### config.mk
export PLATFORM = sky130hd
export DESIGN_NAME = bsync_cs_adapter
export DESIGN_NICKNAME = d
export VERILOG_FILES = /design/src/rtl/bsync_pkg.sv /design/src/rtl/bsync_sync.sv /design/src/rtl/bsync_byte_rx.sv /design/src/rtl/bsync_cs_ctrl.sv /design/src/rtl/bsync_rdy_pulse.sv /design/src/rtl/bsync_cs_adapter.sv
export SDC_FILE = /design/constraint.sdc
export NUM_CORES = 1
export LEC_CHECK = 0
export BUFFER_PORTS_ARGS = -buffer_cell sky130_fd_sc_hd__clkbuf_2
export CORE_AREA = 4 4 56 63
export DETAILED_ROUTE_END_ITERATION = 12
export DIE_AREA = 0 0 60 67
export PLACE_DENSITY_LB_ADDON = 0.25
export SLEW_MARGIN = 20
export SYNTH_ARGS = -nofsm -noshare
export SYNTH_HDL_FRONTEND = slang
export SYNTH_SLANG_ARGS = --single-unit
### constraint.sdc
create_clock -name clk -period 1.85 [get_ports clk]
set_clock_uncertainty 0.15 [all_clocks]
set_input_delay 0.555 -clock clk [delete_from_list [all_inputs] [get_ports clk]]
set_output_delay 0.555 -clock clk [all_outputs]
set_load 0.005 [all_outputs]
### src/rtl/bsync_pkg.sv
package bsync_pkg;

    // Synchronized view of the link pins
    typedef struct packed {
        logic en_n;
        logic sclk;
        logic sdata;
    } link_sig_t;

    typedef enum logic {
        CS_IDLE   = 1'b0,
        CS_ACTIVE = 1'b1
    } cs_state_e;

    // Clock cycles needed to cover ns nanoseconds at clk_hz, rounded up
    function automatic int pulse_cycles(longint clk_hz, longint ns);
        longint prod;
        prod = (clk_hz / 1000) * ns;
        return int'((prod + 999_999) / 1_000_000);
    endfunction

endpackage

### src/rtl/bsync_sync.sv
module bsync_sync
    import bsync_pkg::*;
#(
    parameter int STAGES = 2
) (
    input  logic      clk,
    input  logic      rst,
    input  link_sig_t pin_i,
    output link_sig_t sync_o
);
    link_sig_t chain [STAGES];

    always_ff @(posedge clk) begin
        if (rst) begin
            for (int i = 0; i < STAGES; i++) begin
                chain[i] <= '{en_n: 1'b1, sclk: 1'b1, sdata: 1'b0};
            end
        end else begin
            chain[0] <= pin_i;
            for (int i = 1; i < STAGES; i++) begin
                chain[i] <= chain[i-1];
            end
        end
    end

    assign sync_o = chain[STAGES-1];
endmodule

### src/rtl/bsync_byte_rx.sv
module bsync_byte_rx #(
    parameter int BYTE_W  = 8,
    parameter bit REVERSE = 1'b0
) (
    input  logic              clk,
    input  logic              rst,
    input  logic              sclk_s,
    input  logic              sdata_s,
    input  logic              cs_active,
    output logic              wrap_o,
    output logic [BYTE_W-1:0] byte_o,
    output logic              valid_o
);
    localparam int CNT_W = (BYTE_W > 2) ? $clog2(BYTE_W) : 1;
    localparam logic [CNT_W-1:0] LAST = CNT_W'(BYTE_W - 1);

    logic              sclk_q;
    logic              sclk_rise;
    logic [CNT_W-1:0]  bit_cnt;
    logic [BYTE_W-1:0] shreg;
    logic [BYTE_W-1:0] next_sh;
    logic [BYTE_W-1:0] presented;

    assign sclk_rise = sclk_s & ~sclk_q;
    assign next_sh   = {sdata_s, shreg[BYTE_W-1:1]};
    assign wrap_o    = sclk_rise & cs_active & (bit_cnt == LAST);

    generate
        if (REVERSE) begin : g_rev
            for (genvar i = 0; i < BYTE_W; i++) begin : g_bit
                assign presented[i] = next_sh[BYTE_W-1-i];
            end
        end else begin : g_fwd
            assign presented = next_sh;
        end
    endgenerate

    always_ff @(posedge clk) begin
        if (rst) begin
            sclk_q  <= 1'b1;
            bit_cnt <= '0;
            shreg   <= '0;
            byte_o  <= '0;
            valid_o <= 1'b0;
        end else begin
            sclk_q  <= sclk_s;
            valid_o <= 1'b0;
            if (!cs_active) begin
                bit_cnt <= '0;
            end else if (sclk_rise) begin
                shreg <= next_sh;
                if (bit_cnt == LAST) begin
                    bit_cnt <= '0;
                    byte_o  <= presented;
                    valid_o <= 1'b1;
                end else begin
                    bit_cnt <= bit_cnt + 1'b1;
                end
            end
        end
    end
endmodule

### src/rtl/bsync_cs_ctrl.sv
module bsync_cs_ctrl
    import bsync_pkg::*;
(
    input  logic clk,
    input  logic rst,
    input  logic en_n_s,
    input  logic wrap,
    output logic cs_active
);
    cs_state_e state;
    logic      en_q;
    logic      en_fall;
    logic      en_rise;
    logic      pending;
    logic      idle_seen;

    assign en_fall   = en_q & ~en_n_s;
    assign en_rise   = ~en_q & en_n_s;
    assign cs_active = (state == CS_ACTIVE);

    always_ff @(posedge clk) begin
        if (rst) begin
            state     <= CS_IDLE;
            en_q      <= 1'b1;
            pending   <= 1'b0;
            idle_seen <= 1'b0;
        end else begin
            en_q <= en_n_s;
            unique case (state)
                CS_IDLE: begin
                    idle_seen <= 1'b1;
                    if (idle_seen && en_fall) begin
                        state     <= CS_ACTIVE;
                        pending   <= 1'b0;
                        idle_seen <= 1'b0;
                    end
                end
                CS_ACTIVE: begin
                    if (wrap && pending) begin
                        state   <= CS_IDLE;
                        pending <= 1'b0;
                    end else if (en_rise) begin
                        pending <= 1'b1;
                    end
                end
                default: state <= CS_IDLE;
            endcase
        end
    end
endmodule

### src/rtl/bsync_rdy_pulse.sv
module bsync_rdy_pulse #(
    parameter int PULSE_CYC = 500
) (
    input  logic clk,
    input  logic rst,
    input  logic req,
    output logic busy
);
    localparam int CW = (PULSE_CYC > 1) ? $clog2(PULSE_CYC) : 1;
    localparam logic [CW-1:0] END_CNT = CW'(PULSE_CYC - 1);

    logic [CW-1:0] cnt;

    always_ff @(posedge clk) begin
        if (rst) begin
            busy <= 1'b0;
            cnt  <= '0;
        end else if (!busy) begin
            if (req) begin
                busy <= 1'b1;
                cnt  <= '0;
            end
        end else if (cnt == END_CNT) begin
            busy <= 1'b0;
        end else begin
            cnt <= cnt + 1'b1;
        end
    end
endmodule

### src/rtl/bsync_cs_adapter.sv
module bsync_cs_adapter
    import bsync_pkg::*;
#(
    parameter int     BYTE_W   = 8,
    parameter bit     REVERSE  = 1'b0,
    parameter int     SYNC_STG = 2,
    parameter longint CLK_HZ   = 200_000_000,
    parameter longint PULSE_NS = 2500
) (
    input  logic              clk,
    input  logic              rst,
    input  logic              link_sclk,
    input  logic              link_sdata,
    input  logic              link_en_n,
    input  logic              rdy_req,
    output logic              spi_cs_n,
    output logic              link_rdy_n,
    output logic [BYTE_W-1:0] byte_out,
    output logic              byte_valid
);
    localparam int PULSE_CYC = pulse_cycles(CLK_HZ, PULSE_NS);

    link_sig_t pins;
    link_sig_t synced;
    logic      cs_active;
    logic      wrap;
    logic      rdy_busy;

    assign pins = '{en_n: link_en_n, sclk: link_sclk, sdata: link_sdata};

    bsync_sync #(.STAGES(SYNC_STG)) sync_i (
        .clk    (clk),
        .rst    (rst),
        .pin_i  (pins),
        .sync_o (synced)
    );

    bsync_byte_rx #(.BYTE_W(BYTE_W), .REVERSE(REVERSE)) rx_i (
        .clk       (clk),
        .rst       (rst),
        .sclk_s    (synced.sclk),
        .sdata_s   (synced.sdata),
        .cs_active (cs_active),
        .wrap_o    (wrap),
        .byte_o    (byte_out),
        .valid_o   (byte_valid)
    );

    bsync_cs_ctrl cs_i (
        .clk       (clk),
        .rst       (rst),
        .en_n_s    (synced.en_n),
        .wrap      (wrap),
        .cs_active (cs_active)
    );

    bsync_rdy_pulse #(.PULSE_CYC(PULSE_CYC)) rdy_i (
        .clk  (clk),
        .rst  (rst),
        .req  (rdy_req),
        .busy (rdy_busy)
    );

    assign spi_cs_n   = ~cs_active;
    assign link_rdy_n = ~rdy_busy;
endmodule

==> qor.txt <==
FP Rows: 21
register area share after synthesis: 0.5149
Worst slew margin: 0.7053
port bufs: 16
Final nets: 190
Tmin final: 1.773 ns
Reg2Reg Launch Point: rx_i.bit_cnt[0]
syn nets: 170
Max Slew Vio Count: 0
Yosys cell types: 33
Avg Cell Area, Syn: 9.660 µm²
clk sinks: 40
Critical Path Source: rdy_i.busy
first-pass GRT wire length: 4.685 mm
total routed wirelength: 2.634 mm
Avg Vias per Cell: 5.407
drt drc: 0
critical path required time: 1.14 ns
GPL Wtd Cong: 0.8047
setup repair bufs after CTS: 0
CTS tree: built
num ports: 17
final setup fails: 0
final worst-path cycle share: 0.9582
Ant. Diodes: 0
share of cells above drive strength 1: 0.2308
Synth top area share: 0.5149
top cells by count, synth: dfxtp_1 (40), nand2_1 (21), nor2_1 (14)
Crit Path Max Fanout: 8
DP HPWL: 1.935 mm
top routing layer in use: met4
Die ar.: 0.004020 mm²
drt first pass iters: 4
FFs w/ async S/R, synth: 0
Synth Cell Area: 0.001555 mm²
GRT Util Overall: 0.1557
vias after detailed routing: 1168
Max Cap Violations: 0
Critical Path AT: 1.07 ns
Initial Util: 0.5285
Worst-path clk slew: 0.11 ns
Cells after Synth: 161
Final Hold Viols: 0
post-route ant nets: 0
Post-synth EDFFs: 0
dominant cell by count in the synthesized netlist: dfxtp_1
P&R area growth vs syn: 15.85%
type of origin of the critical path: flip-flop
Met2 Wirelength: 1.292 mm
worst skew pair latency: 0.34 ns
flop2flop setup slack: 0.20 ns
Setup crit end: link_rdy_n
Leak: 0.0007889 µW
power density over the cells: 990.8 mW/mm²
Max Fclk: 564.1 MHz
largest net degree at the start of global routing: 18
initial antenna violation count: 0
top cell type by total area after synthesis: dfxtp_1
R2R cell count: 5
Max clock buf depth: 2
Core Footprint: 0.002943 mm²
Yosys reg bits: 40
Worst R2R End: cs_i.cs_active
Main synth FF type: dfxtp_1
H-tree levels: 2
Worst VDD drop: 0.7200 mV
vias in the first global route: 1085
Worst-Margin Slew: 0.4408 ns
CTS buffer count: 5
critical path class: reg -> out
Met1 Wirelength: 1.162 mm
initial DRC count: 49
HP Class: in -> reg
Die X: 60 µm
wire per inst: 12.19 µm
hold buffer count at CTS: 0
grt total ovfl: 0
unrepaired setup endpoints after global routing: no
die height: 67 µm
outcome: finished clean
met3 layer wire length in the routed design: 130 µm
root buffer selected by CTS: clkbuf_4
Fin Setup TNS: 0 ns
Crit. End Element: output pin
YS warnings: 0
Synth area leaders: dfxtp_1 (51%), mux2i_1 (8.4%), nand2_1 (5.1%), a21oi_1 (4.2%), or2_2 (4.0%)
post-CTS sizing: 0
Tot Pwr: 1785 µW
[final cells by class]
class                      count  area [µm²]
multi-input combinational    111       713.2
clock buffer                   5       37.54
inverter                       4       15.01
fill                         272        1141
timing repair buffer          19       102.6
clock inverter                 3       90.09
tap                           34       42.54
sequential                    40       800.8
[worst min-delay path by stage]
stage / startpoint / to / cells after the start / slack [ns]
finish: link_en_n / sync_i.chain[0][2] / 2 / 0.24
global route: link_en_n / sync_i.chain[0][2] / 2 / 0.22
CTS: link_en_n / sync_i.chain[0][2] / 2 / 0.23
detailed placement: sync_i.chain[0][2] / sync_i.chain[0][5] / 1 / 0.24
global placement: sync_i.chain[0][1] / sync_i.chain[0][4] / 1 / 0.24
floorplan: sync_i.chain[0][1] / sync_i.chain[0][4] / 1 / 0.24
[per-stage QoR]
step	hold WS, ns	cells	cell area, µm²	setup WS [ns]	utilization
after floorplan	0.2395	161	1555	0.2952	-
after global placement	0.2449	208	1674	0.1540	0.5689
after detailed placement	0.2432	208	1674	0.1096	0.5689
after CTS	0.2286	216	1802	0.06755	0.6122
after global routing	0.2234	216	1802	0.01532	0.6122
final	0.2412	216	1802	0.07730	0.6122
[critical path: stages, from the launching register on]
cell and delay, ns:
dfxtp_1 0.49, inv_1 0.11, clkbuf_2 0.13
[power by group]
part / internal [µW] / switching (µW)
clock network: 557 / 279
registers: 875 / 12.7
logic: 28.6 / 32.5
[cell usage in the layout (no fill, tap or decap), drive strengths merged, types with 2 or more instances in the layout]
master and count:
dfxtp 40, nand2 21, clkbuf 21, nor2 14, a21oi 13, mux2i 13, or2 10, nand3 8
inv 3, ha 3, bufinv 3, buf 3, nand2b 2, nand3b 2, nand4 2, nand4bb 2
o211ai 2, nor4bb 2, nor2b 2, or3 2, o21ai 2, o311a 2
[sequential cells by signal (all words and copies together), names as in the netlist, 3 cells and up]
register / cells
rx_i.bit_cnt: 3
sync_i.chain: 6
rdy_i.cnt: 9
rx_i.byte_o: 8
rx_i.shreg: 7
[per-layer routing]
| layer | vias to the layer above | GRT usage |
|---|---|---|
| li1 | 602 | - |
| met1 | 539 | 0.1777 |
| met2 | 21 | 0.2595 |
| met3 | 6 | 0.05233 |
| met4 | 0 | 0.06648 |
| met5 | - | 0 |
[cell families (layout without fill, tap and decap cells)]
family,Yosys count,count (layout),synth area share
adders and majority gates,3,3,0.02414
buffers and inverters,10,31,0.02654
AOI/OAI and AO/OA,24,24,0.1006
and+or+nand+nor,71,71,0.2502
muxes,13,13,0.08367
DFF,40,40,0.5149
Power figures use the tool's default switching activity.
